### config.mk
export PLATFORM = sky130hd
export DESIGN_NAME = pcs_chip_gen
export DESIGN_NICKNAME = d
export VERILOG_FILES = /design/src/rtl/pcs_pkg.sv /design/src/rtl/pcs_cell.sv /design/src/rtl/pcs_seed_ctrl.sv /design/src/rtl/pcs_chip_gen.sv
export SDC_FILE = /design/constraint.sdc
export NUM_CORES = 1
export LEC_CHECK = 0
export BUFFER_PORTS_ARGS = -buffer_cell sky130_fd_sc_hd__buf_4
export CAP_MARGIN = 15
export CELL_PAD_IN_SITES_DETAIL_PLACEMENT = 0
export CELL_PAD_IN_SITES_GLOBAL_PLACEMENT = 1
export CORE_MARGIN = 5
export CORE_UTILIZATION = 46
export CTS_BUF_LIST = sky130_fd_sc_hd__clkbuf_8
export CTS_CLUSTER_DIAMETER = 30
export CTS_CLUSTER_SIZE = 28
export DETAILED_ROUTE_END_ITERATION = 7
export GPL_ROUTABILITY_DRIVEN = 0
export PLACE_DENSITY_LB_ADDON = 0.1
export SLEW_MARGIN = 0
export SYNTH_ARGS = -nofsm -noshare
export SYNTH_HDL_FRONTEND = slang
export SYNTH_HIERARCHICAL = 1
export SYNTH_SLANG_ARGS = --single-unit
export TNS_END_PERCENT = 10
### constraint.sdc
create_clock -name clk -period 1.8 [get_ports clk]
set_input_delay 0.09 -clock clk [delete_from_list [all_inputs] [get_ports clk]]
set_output_delay 0.09 -clock clk [all_outputs]
set_load 0.1 [all_outputs]
### src/rtl/pcs_pkg.sv
package pcs_pkg;
    localparam int unsigned WORD_W    = 8;
    localparam int unsigned NUM_CELLS = 4;
    localparam int unsigned NUM_REGS  = 2 * NUM_CELLS;
    localparam int unsigned SEL_W     = $clog2(NUM_REGS);

    typedef enum logic [1:0] {
        ST_SEED = 2'd0,
        ST_IDLE = 2'd1,
        ST_RUN  = 2'd2
    } gen_state_t;
endpackage

### src/rtl/pcs_cell.sv
module pcs_cell #(
    parameter int unsigned W = 8
) (
    input  logic         clk,
    input  logic         rst_n,
    input  logic         step_i,
    input  logic         ld_up_i,
    input  logic         ld_lo_i,
    input  logic [W-1:0] init_i,
    input  logic [W-1:0] up_next_i,
    input  logic         lsb_in_i,
    output logic [W-1:0] out_o,
    output logic         msb_o
);
    logic [W-1:0] up_q;
    logic [W-1:0] lo_q;

    always_ff @(posedge clk or negedge rst_n) begin
        if (!rst_n) begin
            up_q <= '0;
        end else if (ld_up_i) begin
            up_q <= init_i;
        end else if (step_i) begin
            up_q <= up_next_i;
        end
    end

    always_ff @(posedge clk or negedge rst_n) begin
        if (!rst_n) begin
            lo_q <= '0;
        end else if (ld_lo_i) begin
            lo_q <= init_i;
        end else if (step_i) begin
            lo_q <= {lo_q[W-2:0], lsb_in_i};
        end
    end

    assign out_o = up_q ^ lo_q;
    assign msb_o = lo_q[W-1];
endmodule

### src/rtl/pcs_seed_ctrl.sv
module pcs_seed_ctrl
    import pcs_pkg::*;
#(
    parameter int unsigned NREG = NUM_REGS,
    localparam int unsigned SW  = $clog2(NREG)
) (
    input  logic            clk,
    input  logic            rst_n,
    input  logic            load_i,
    input  logic [SW-1:0]   sel_i,
    input  logic            run_i,
    output logic [NREG-1:0] wr_en_o,
    output logic            step_o,
    output logic            ready_o,
    output logic            valid_o
);
    gen_state_t      state_q, state_d;
    logic [NREG-1:0] mask_q;
    logic [NREG-1:0] wr_en;

    for (genvar r = 0; r < NREG; r++) begin : g_dec
        assign wr_en[r] = load_i && (sel_i == SW'(r));
    end

    always_ff @(posedge clk or negedge rst_n) begin
        if (!rst_n) begin
            mask_q <= '0;
        end else begin
            mask_q <= mask_q | wr_en;
        end
    end

    always_ff @(posedge clk or negedge rst_n) begin
        if (!rst_n) begin
            state_q <= ST_SEED;
        end else begin
            state_q <= state_d;
        end
    end

    always_comb begin
        state_d = state_q;
        step_o  = 1'b0;
        unique case (state_q)
            ST_SEED: begin
                if (&(mask_q | wr_en)) state_d = ST_IDLE;
            end
            ST_IDLE, ST_RUN: begin
                step_o  = run_i && !load_i;
                state_d = step_o ? ST_RUN : ST_IDLE;
            end
            default: state_d = ST_SEED;
        endcase
    end

    always_comb begin
        wr_en_o = wr_en;
        ready_o = (state_q != ST_SEED);
        valid_o = (state_q == ST_RUN);
    end
endmodule

### src/rtl/pcs_chip_gen.sv
module pcs_chip_gen
    import pcs_pkg::*;
(
    input  logic             clk,
    input  logic             rst_n,
    input  logic             load_i,
    input  logic [SEL_W-1:0] sel_i,
    input  logic [WORD_W-1:0] init_i,
    input  logic             run_i,
    output logic             ready_o,
    output logic             chip_o,
    output logic             chip_valid_o
);
    logic [NUM_REGS-1:0] wr_en;
    logic                step;
    logic [WORD_W-1:0]   cell_out [NUM_CELLS];
    logic                cell_msb [NUM_CELLS];
    logic                chip_now;
    logic                chip_q;

    pcs_seed_ctrl #(.NREG(NUM_REGS)) u_ctrl (
        .clk     (clk),
        .rst_n   (rst_n),
        .load_i  (load_i),
        .sel_i   (sel_i),
        .run_i   (run_i),
        .wr_en_o (wr_en),
        .step_o  (step),
        .ready_o (ready_o),
        .valid_o (chip_valid_o)
    );

    assign chip_now = ^cell_out[NUM_CELLS-1];

    for (genvar c = 0; c < NUM_CELLS; c++) begin : g_cell
        logic [WORD_W-1:0] up_next;
        logic              lsb_in;
        if (c == 0) begin : g_head
            assign up_next = cell_out[NUM_CELLS-1];
        end else begin : g_body
            assign up_next = cell_out[c-1];
        end
        if (c == NUM_CELLS-1) begin : g_tail
            assign lsb_in = chip_now;
        end else begin : g_link
            assign lsb_in = cell_msb[c+1];
        end
        pcs_cell #(.W(WORD_W)) u_cell (
            .clk       (clk),
            .rst_n     (rst_n),
            .step_i    (step),
            .ld_up_i   (wr_en[2*c]),
            .ld_lo_i   (wr_en[2*c+1]),
            .init_i    (init_i),
            .up_next_i (up_next),
            .lsb_in_i  (lsb_in),
            .out_o     (cell_out[c]),
            .msb_o     (cell_msb[c])
        );
    end

    always_ff @(posedge clk or negedge rst_n) begin
        if (!rst_n) begin
            chip_q <= 1'b0;
        end else if (step) begin
            chip_q <= chip_now;
        end
    end

    assign chip_o = chip_q;
endmodule

==> flow_metrics.env, run 1 <==
export IMPL_fin_crit_ns=1.73
export IMPL_max_clock_path_buffers=2
export IMPL_grt_pass1_vias=2622
export IMPL_die_h_um=103
export IMPL_fin_worst_skew_ns=0.00893
export IMPL_synth_seq_cells=75
export IMPL_yosys_warnings=6
export IMPL_wl_per_cell_um=17.5
export IMPL_yosys_area_top_type_share_pct=47.6
export IMPL_antenna_found_initial=0
export IMPL_drive_gt1_share_pct=16.6
export IMPL_synthTopCellsByArea="dfrtp_1 (48%), mux2i_1 (18%), xor2_1 (7.3%)"
export IMPL_grt_use_total_pct=18.3
export IMPL_min_period_over_period_pct=96.2
export IMPL_core_area_mm2=0.00830
export IMPL_initial_core_util_pct=47.5
export IMPL_setup_viol=0
export IMPL_cp_start_kind="flop"
export IMPL_syn_to_final_growth_pct=14.7
export IMPL_worstMarginPinSlew_ns=0.411
export IMPL_nets=422
export IMPL_worstPathMaxFanout=20
export IMPL_htree_levels=3
export IMPL_antenna_diode_count=0
export IMPL_die_width_um=103
export IMPL_setup_tns_final_ns=0
export IMPL_drt_iter0_drc=71
export IMPL_leakage_nw=1.90
export IMPL_final_area_mm2=0.00452
export IMPL_fin_hold_ws_ns=0.0151
export IMPL_layout_common_cells="dfrtp_1 (75), nand2_1 (70), mux2i_1 (69)"
export IMPL_max_slew_margin_rel_pct=72.6
export IMPL_syn_inst=374
export IMPL_crit_arrival_ns=1.97
export IMPL_fillers=742
export IMPL_grt_overflow_total=0
export IMPL_yosysSeqAreaShare_pct=47.6
export IMPL_clock_latency_ns=0.35
export IMPL_cts_tree="built"
export IMPL_drtAntennaViolNets=0
export IMPL_grt_pass1_wl_um=14400
export IMPL_first_pass_iters=4
export IMPL_cap_violations=0
export IMPL_cts_num_sinks=75
export IMPL_yosys_area_top_type="dfrtp_1"
export IMPL_ir_drop_mv=0.675
export IMPL_placed_cell_area_mm2=0.00419
export IMPL_path_clk_slew_ns=0.08
export IMPL_power_w=0.00778
export IMPL_dieArea_mm2=0.0105
export IMPL_worstPathRequired_ns=2.04
export IMPL_ioPinCount=18
export IMPL_numCtsBuffers=9
export IMPL_vias=2629
export IMPL_wl_um=9010
export IMPL_grt_max_degree=76
export IMPL_fmax_mhz=577
export IMPL_finalMaxSlewViolations=0
export IMPL_synthDistinctLibCells=24
export IMPL_port_buffers=17
export IMPL_power_density_mw_per_mm2=1720
export IMPL_num_rows=33
export IMPL_final_common_cell="dfrtp_1"
export IMPL_fin_cells=514
export IMPL_dp_hpwl_um=5820
export IMPL_final_hold_violation_count=0
export IMPL_crit_type="flop to flop"
export IMPL_crit_path_end_kind="flop"
export IMPL_clockRootBuffer="clkbuf_8"
export IMPL_status="finished, final reports clean"
export IMPL_via_per_inst=5.11
export IMPL_syn_num_nets=392
export IMPL_min_path_type="input port to flop"
export IMPL_place_inst=492
export IMPL_syn_area_mm2=0.00394
export IMPL_drc=0
export IMPL_syn_avg_cell_area_um2=10.5
## power by group
group | internal (W) | switching, W
clock | 0.000850 | 0.000632
combinational | 0.00161 | 0.00163
sequential | 0.00242 | 0.000638
## cell usage after synthesis (all sizes together)
cell type and instances:
dfrtp 75, nand2 70, mux2i 69, o21ai 66, xor2 33, buf 9, clkbuf 9, nor2 8
or2 8, xnor2 6, inv 4, ha 3, mux2 2, nand2b 2, nor3 2, o31ai 2
a21oi 1, a41oi 1, nand3 1, nand3b 1, or2b 1, or3 1
## path summary, 6_finish.rpt
| path | cells past startpoint | end | slack (ns) | from |
|---|---|---|---|---|
| worst max-delay path | 7 | chip_o$_DFFE_PN0P_ | 0.07 | u_ctrl/state_q[1]$_DFFE_PN0P_ |
| worst min-delay path | 3 | g_cell[3].u_cell/up_q[2]$_DFFE_PN0P_ | 0.02 | init_i[2] |
| worst max register to register | 7 | chip_o$_DFFE_PN0P_ | 0.07 | u_ctrl/state_q[1]$_DFFE_PN0P_ |
| worst min register to register | 1 | u_ctrl/mask_q[5]$_DFF_PN0_ | 0.50 | u_ctrl/mask_q[5]$_DFF_PN0_ |
| max in group asynchronous | 3 | g_cell[2].u_cell/up_q[2]$_DFFE_PN0P_ | 1.17 | rst_n |
| min in group asynchronous | 3 | g_cell[1].u_cell/up_q[7]$_DFFE_PN0P_ | 0.31 | rst_n |
## cell families after synthesis
group,share of synthesized area [%]
AO/OA/AOI/OAI,9.56
XOR/XNOR,8.67
adder cells (fa/ha/maj),0.952
buffers and inverters,4.98
flip-flops,47.6
multiplexers,18.3
AND/OR/NAND/NOR,9.94
## timing repair
action,4_1_cts,5_1_grt
gates resized for setup,0,1
hold buffers,1,0
endpoints found under the setup margin,0,22
buffers inserted,0,3
hold endpoints to repair,75,0
## cell type report
type	instances	area (um^2)	area share, %
clock buffers	11	151	3.35
well taps	105	131	2.91
flip-flops and latches	75	1880	41.5
repair buffers	37	385	8.52
clock inverters	5	75.1	1.66
inverters	4	15.0	0.332
multi-input cells	277	1890	41.7
## per-layer routing
layer | global-route usage [%] | wire [um]
met5 | 0 | 0
met2 | 27.0 | 4130
met1 | 27.3 | 4340
met4 | 6.66 | 138
met3 | 2.84 | 389
## worst max-delay path, stage by stage (launching register included)
cell,delay [ns]
dfrtp_1,0.39
inv_1,0.08
ha_1,0.32
inv_1,0.08
nor2_4,0.10
buf_12,0.15
buf_16,0.18
mux2_4,0.31
## per-stage QoR
stage / setup WS, ns / util [%]
2_1_floorplan: 0.00692 / -
3_3_place_gp: 0.161 / 50.5
3_5_place_dp: 0.0662 / 50.5
4_1_cts: 0.0431 / 53.4
5_1_grt: -0.0105 / 54.5
6_report: 0.0682 / 54.5
## flip-flops by register name, summed over array words and instances (netlist names)
| signal | flops |
|---|---|
| g_cell.u_cell/lo_q | 32 |
| g_cell.u_cell/up_q | 32 |
| u_ctrl/mask_q | 8 |
| u_ctrl/state_q | 2 |
| chip_o | 1 |
(Power assumes the default switching activity.)
==> run 2: changes to the inputs <==
BUFFER_PORTS_ARGS = -buffer_cell sky130_fd_sc_hd__buf_2   (was -buffer_cell sky130_fd_sc_hd__buf_4)
MAX_ROUTING_LAYER = met4   (was unset)
==> flow_metrics.env, run 2 (synthesis gave the netlist of run 1 again) <==
export IMPL_grt_pass1_vias=2680
export IMPL_min_delay_start="init_i[1]"
export IMPL_dieArea_mm2=0.0105
export IMPL_layout_common_cells="dfrtp_1 (75), nand2_1 (70), mux2i_1 (69)"
export IMPL_final_common_cell="dfrtp_1"
export IMPL_crit_start="u_ctrl/state_q[1]$_DFFE_PN0P_"
export IMPL_r2r_start="u_ctrl/state_q[1]$_DFFE_PN0P_"
export IMPL_wl_um=8930
export IMPL_switching_share_pct=38.5
export IMPL_antenna_diode_count=0
export IMPL_nets=422
export IMPL_multi_input_area_mm2=0.00189
export IMPL_dp_hpwl_um=5910
export IMPL_via_per_inst=5.22
export IMPL_pwr_share_seq_pct=40.7
export IMPL_numCtsBuffers=9
export IMPL_comb_power_share_pct=42.3
export IMPL_final_hold_violation_count=0
export IMPL_max_clock_path_buffers=2
export IMPL_fmax_mhz=595
export IMPL_status="finished, final reports clean"
export IMPL_worstPathMaxFanout=11
export IMPL_leakage_nw=1.87
export IMPL_ioPinCount=18
export IMPL_cts_tree="built"
export IMPL_antenna_found_initial=0
export IMPL_setup_tns_final_ns=0
export IMPL_switchingPower_w=0.00291
export IMPL_first_pass_iters=4
export IMPL_fin_worst_skew_ns=0.00921
export IMPL_crit_path_end_kind="flop"
export IMPL_min_path_type="input port to flop"
export IMPL_grt_max_degree=46
export IMPL_setup_viol=0
export IMPL_intPower_w=0.00464
export IMPL_die_h_um=103
export IMPL_grt_pass1_wl_um=14400
export IMPL_port_buffers=17
export IMPL_min_period_over_period_pct=93.3
export IMPL_cp_start_kind="flop"
export IMPL_ir_drop_mv=0.783
export IMPL_initial_core_util_pct=47.5
export IMPL_cts_num_sinks=75
export IMPL_rsz0062_at_grt="false"
export IMPL_die_width_um=103
export IMPL_drtAntennaViolNets=0
export IMPL_power_density_mw_per_mm2=1700
export IMPL_regArea_mm2=0.00188
export IMPL_fillers=719
export IMPL_clockRootBuffer="clkbuf_8"
export IMPL_worstMarginPinSlew_ns=0.494
export IMPL_clockPowerShare_pct=17.1
export IMPL_core_area_mm2=0.00830
export IMPL_vias=2681
export IMPL_crit_arrival_ns=1.89
export IMPL_drive_gt1_share_pct=16.4
export IMPL_wl_per_cell_um=17.4
export IMPL_max_slew_margin_rel_pct=67.3
export IMPL_path_clk_slew_ns=0.08
export IMPL_drt_iter0_drc=157
export IMPL_grt_overflow_total=0
export IMPL_grt_use_total_pct=18.7
export IMPL_cap_violations=0
export IMPL_num_rows=33
export IMPL_clock_latency_ns=0.35
export IMPL_post_cts_resized=0
export IMPL_crit_type="flop to flop"
export IMPL_finalMaxSlewViolations=0
export IMPL_syn_to_final_growth_pct=12.3
export IMPL_power_w=0.00754
export IMPL_fin_crit_ns=1.68
export IMPL_worstPathRequired_ns=2.01
export IMPL_htree_levels=3
export IMPL_drc=0
export IMPL_reg_largest_list="g_cell.u_cell/lo_q: 32 flops, g_cell.u_cell/up_q: 32 flops, u_ctrl/mask_q: 8 flops"
run 2: cell count changes in the layout (fill, tap and decap cells not counted):
cell	change
buf_2	+16
buf_4	-15
buf_16	-1
bufinv_16	-1
clkbuf_8	-1
clkinvlp_4	+1
inv_1	+1
run 2: repair_timing:
item | CTS | global route
buffers inserted | 0 | 4
hold buffers | 1 | 0
setup endpoints to repair | 0 | 7
hold endpoints to repair | 30 | 0
run 2: layout make-up:
| type | instances | share of cell area (%) |
|---|---|---|
| clock inverter | 6 | 1.27 |
| inverter | 4 | 0.339 |
| tap | 105 | 2.97 |
| timing repair buffer | 37 | 7.35 |
| clock buffer | 10 | 3.11 |
| sequential | 75 | 42.4 |
| multi-input combinational | 277 | 42.6 |
run 2: final timing paths:
| check | to | slack, ns | depth (start not counted) |
|---|---|---|---|
| max | g_cell[0].u_cell/up_q[6]$_DFFE_PN0P_ | 0.12 | 8 |
| min | g_cell[3].u_cell/up_q[1]$_DFFE_PN0P_ | 0.05 | 3 |
| max reg2reg | g_cell[0].u_cell/up_q[6]$_DFFE_PN0P_ | 0.12 | 8 |
| min reg2reg | u_ctrl/mask_q[7]$_DFF_PN0_ | 0.50 | 1 |
| max in group asynchronous | u_ctrl/mask_q[7]$_DFF_PN0_ | 0.98 | 3 |
| min in group asynchronous | u_ctrl/state_q[0]$_DFFE_PN0P_ | 0.22 | 2 |
run 2: power groups by stage:
stage,Combinational [W],Clock [W],Sequential (W)
2_1_floorplan,0.00257,0,0.00298
3_3_place_gp,0.00305,0,0.00308
3_5_place_dp,0.00311,0,0.00310
4_1_cts,0.00312,0.00132,0.00307
5_1_grt,0.00355,0.00141,0.00317
6_report,0.00319,0.00129,0.00307
run 2: layer usage:
metal	share of wire, %	track usage [%]
met1	50	25.9
met4	2.0	6.05
met2	45	27.3
met3	3.0	4.26
met5	0	-
run 2: through the flow:
step | hold WS (ns) | util (%) | setup slack (ns) | area [um^2] | std cells
3_5_place_dp | 0.0605 | 49.9 | 0.0805 | 4140 | 491
6_report | 0.0494 | 53.4 | 0.120 | 4430 | 514
4_1_cts | 0.0386 | 52.4 | 0.0649 | 4350 | 508
5_1_grt | 0.0390 | 53.4 | 0.0174 | 4430 | 514
3_3_place_gp | 0.0593 | 49.9 | 0.149 | 4140 | 491
2_1_floorplan | -0.206 | - | 0.00692 | 3940 | 374
run 2: worst max-delay path, stage by stage, from the launching register on:
cell     delay [ns]
dfrtp_1        0.39
inv_1          0.07
ha_1           0.28
inv_1          0.07
nor2_4         0.11
buf_4          0.15
buf_12         0.15
mux2i_1        0.20
o21ai_0        0.11
